## src/rtl/pattern_start_arm.sv

```systemverilog
module pattern_start_arm #(
  parameter int ADDR_W = 8,
  parameter logic [ADDR_W-1:0] CTRL_ADDR  = ADDR_W'(8'h01),
  parameter logic [ADDR_W-1:0] START_ADDR = ADDR_W'(8'h11)
) (
  input  logic              clk,
  input  logic              rst,
  input  logic              bus_cs_n,
  input  logic              bus_we,
  input  logic [ADDR_W-1:0] bus_addr,
  input  logic [7:0]        bus_wdata,
  output logic              load_ram_n,
  output logic              cnt_en_n,
  output logic              edge_fall,
  output logic              co_start,
  output logic              drive_mode,
  output logic [2:0]        clk_sel,
  output logic              start_ena,
  output logic              in_arm_n
);
  localparam int CO_BIT = 4;

  logic [7:0] ctrl_q;
  logic       start_q, pend_q;
  logic       wr, wr_ctrl, wr_start, arm;

  assign wr       = !bus_cs_n && bus_we;
  assign wr_ctrl  = wr && (bus_addr == CTRL_ADDR);
  assign wr_start = wr && (bus_addr == START_ADDR);
  assign arm      = wr && (bus_addr[3:1] == 3'b000) && !bus_wdata[0] && bus_wdata[1];
  assign in_arm_n = !arm;

  assign load_ram_n = ctrl_q[7];
  assign cnt_en_n   = ctrl_q[6];
  assign edge_fall  = ctrl_q[5];
  assign co_start   = ctrl_q[CO_BIT];
  assign drive_mode = ctrl_q[3];
  assign clk_sel    = ctrl_q[2:0];
  assign start_ena  = start_q;

  always_ff @(posedge clk) begin
    if (rst) begin
      ctrl_q  <= '0;
      start_q <= 1'b0;
      pend_q  <= 1'b0;
    end else begin
      if (wr_ctrl) ctrl_q <= bus_wdata;
      if (!ctrl_q[CO_BIT]) begin
        if (wr_start) begin
          start_q <= bus_wdata[0];
          pend_q  <= 1'b0;
        end
      end else begin
        if (wr_start && bus_wdata[0] && !start_q) pend_q <= 1'b1;
        if (pend_q && arm) begin
          start_q <= 1'b1;
          pend_q  <= 1'b0;
        end
      end
    end
  end


  ctrl_load_chk: assert property (@(posedge clk) disable iff (rst)
    wr_ctrl |=> ({load_ram_n, cnt_en_n, edge_fall, co_start, drive_mode, clk_sel} == $past(bus_wdata)));

  co_off_set_chk: assert property (@(posedge clk) disable iff (rst)
    (wr_start && !co_start && bus_wdata[0]) |=> start_ena);

  co_off_clr_chk: assert property (@(posedge clk) disable iff (rst)
    (wr_start && !co_start && !bus_wdata[0]) |=> (!start_ena && !pend_q));

  co_on_hold_chk: assert property (@(posedge clk) disable iff (rst)
    (co_start && !(pend_q && !in_arm_n)) |=> $stable(start_ena));

  arm_fire_chk: assert property (@(posedge clk) disable iff (rst)
    (co_start && pend_q && !in_arm_n) |=> (start_ena && !pend_q));
endmodule

```

## config.mk

```make
export PLATFORM = sky130hd
export DESIGN_NAME = pattern_start_arm
export DESIGN_NICKNAME = d
export VERILOG_FILES = /design/src/rtl/pattern_start_arm.sv
export SDC_FILE = /design/constraint.sdc
export NUM_CORES = 1
export LEC_CHECK = 0
export ABC_AREA = 1
export BUFFER_PORTS_ARGS = -buffer_cell sky130_fd_sc_hd__buf_4
export CAP_MARGIN = 0
export CORE_MARGIN = 2
export CORE_UTILIZATION = 42
export CTS_CLUSTER_SIZE = 8
export DETAILED_ROUTE_END_ITERATION = 12
export GPL_ROUTABILITY_DRIVEN = 0
export GPL_TIMING_DRIVEN = 0
export PLACE_DENSITY = 0.76
export SLEW_MARGIN = 25
export SYNTH_ARGS = -nofsm -noshare
export SYNTH_HDL_FRONTEND = slang
export SYNTH_SLANG_ARGS = --single-unit
```

## constraint.sdc

```tcl
create_clock -name clk -period 1.3 [get_ports clk]
set_clock_uncertainty 0.1 [all_clocks]
set_input_delay 0.26 -clock clk [delete_from_list [all_inputs] [get_ports clk]]
set_output_delay 0.26 -clock clk [all_outputs]
set_load 0.005 [all_outputs]
```

==> metrics <==
outcome=finished clean; Post-synth EDFFs=0; slew of the pin with the lowest slew margin=between 0.4 and 0.5 ns; Clock Latency Late Sink=0.26 ns; YS warnings=0; DR pass1 iterations=4; Synth top area share=35.9%; Storage cell area=roughly 200 um2; Min Hold Slack=0.208 ns; CTS Buffer Depth=2; FFs w/ async S/R, synth=0%; P_int=0.464 mW; Hold WC Path Type=in2reg; via count=610; Placed Area=795 um2; switching part of the total power=between 20% and 30%; die area=~1600 um2; clock sinks=10; ANT cells=0; area leader, netlist=dfxtp_1; DR iter-0 viols=4; crit path kind=in2out; final core occ=between 60% and 70%; first-pass GRT wire length=~1900 um; Comb pwr share=15.2%; PortBufs=29; CTS root buf=clkbuf_4; pin count of the biggest net entering global routing=11; Pins Over Slew Limit=0; total grt overflow=0; Wirelength per Cell=just over 9 um; floorplan row count=13; H-tree depth=1; CTS tree=done; Static Leak=around 0.43 nW; Worst Path Max Fanout=2; Sw Pwr=0.133 mW; startpoint types=input port; Final min period=around 1.2 ns; share of total power in sequential cells=51.4%; Synth Register Bits=10; setup tns final=0 ns; Post-CTS Resized=0; die height=roughly 40 um; Power Dens Cells=between 700 and 800 nW/um2; Post-Syn Area=between 500 and 600 um2; Initial Util=a little over two fifths; ys flop type=dfxtp_1; number of CTS-inserted buffers=3; CP arrival=between 0.8 and 0.9 ns; Placed Cells incl. Taps=131; Max-slew headroom=72.5%; area grow syn2layout=46.4%; post-DP HPWL=around 940 um; post-route cell area=817 um2; layout cell share with drive strength beyond 1=32.8%; dpl ws=-0.118 ns; vias per cell=around 4.6; main area contributors after synthesis=dfxtp_1 (36%), nand3_1 (11%), inv_1 (11%), nand2_1 (11%), nor2_1 (10%); RSZ-0062 raised after global routing=no; Critical Path RT=roughly 0.94 ns; Die Span X=about 40 um; footprint of the multi-input gates=272 um2; Nets=~140; Synth cell types=13; final WL=between 1000 and 1500 um; clock network power share=around 33%; setup bufs post-CTS=0; Cells after Synth=87; Hold Fails Final Rpt=0; Non-Filler Instances=about 130; crit end category=output pin; Final period util=about 92%; post-route ant nets=0; Max Cap Viol=0; VDD IR max=~0.00055 V; Ports=30; Setup violations, final=0; Total GRT Usage=around 18%; Seq/Total Area, Yosys=between 30% and 40%; initial antenna violation count=0; total power=0.597 mW; cts hold-fix bufs=0; drt drc=0; top cells by count, synth=inv_1 (16), nand2_1 (16), nor2_1 (15); CORE AREA=~1300 um2; worst setup margin=between 0.09 and 0.1 ns; Clock transition at path regs=0.06 ns; average size of a mapped cell=6.41 um2; vias in the first global route=about 450; Achievable Freq=between 800 and 900 MHz; Net Count, Synth=~110; Layout fillers=122
==> layout by cell type (no fill, tap or decap), drive strengths merged, types with 3 or more instances in the layout <==
| cell | instances |
|---|---|
| a21oi | 8 |
| buf | 31 |
| clkbuf | 3 |
| dfxtp | 10 |
| inv | 16 |
| nand2 | 18 |
| nand3 | 12 |
| nor2 | 17 |
==> worst paths after layout <==
kind,from,to,slack [ns],depth (start not counted)
max,bus_cs_n,in_arm_n,0.1,6
min,bus_wdata[3],ctrl_q[3]$_SDFFE_PP0P_,0.21,5
min reg2reg,ctrl_q[0]$_SDFFE_PP0P_,ctrl_q[0]$_SDFFE_PP0P_,0.38,2
max reg2reg,ctrl_q[4]$_SDFFE_PP0P_,start_ena$_SDFFE_PP0P_,0.34,5
==> logic make-up after synthesis <==
family                 share of synthesized area [%]
DFF                                             35.9
and+or+nand+nor                                 41.5
AOI/OAI and AO/OA                               7.18
buffers and inverters                           15.5
==> flip-flops by register name, indices dropped and copies added, names as in the netlist <==
name and flops:
ctrl_q 8, pend_q 1, start_ena 1
==> per-layer routing <==
metal / global-route usage [%] / part of all wire, % / vias to the layer above
li1: - / - / 332
met1: 19.9 / 42 / 264
met2: 28.2 / 53 / 14
met3: 10.0 / 5.3 / 0
met4: 5.00 / 0 / 0
met5: 0 / 0 / -
==> final cells by class <==
cell class,instances,area share (%)
Timing Repair Buffer,29,26.6
Clock buffer,3,2.76
Sequential cell,10,24.5
Tap cell,15,2.30
Buffer,2,2.76
Inverter,17,7.81
Multi-Input combinational cell,58,33.2
==> power groups by stage <==
stage | Combinational (mW) | Sequential, mW | Clock (mW)
2_1_floorplan | 0.0377 | 0.314 | 0
3_3_place_gp | 0.0892 | 0.314 | 0
3_5_place_dp | 0.0911 | 0.314 | 0
4_1_cts | 0.0913 | 0.307 | 0.210
5_1_grt | 0.101 | 0.307 | 0.232
6_report | 0.0906 | 0.307 | 0.199
==> worst max-delay path: stages <==
cell     delay [ns]
buf_4          0.11
inv_1          0.07
nand2_2        0.07
nor2_1         0.14
nand2_1        0.07
buf_4          0.13
(Power assumes the default switching activity.)
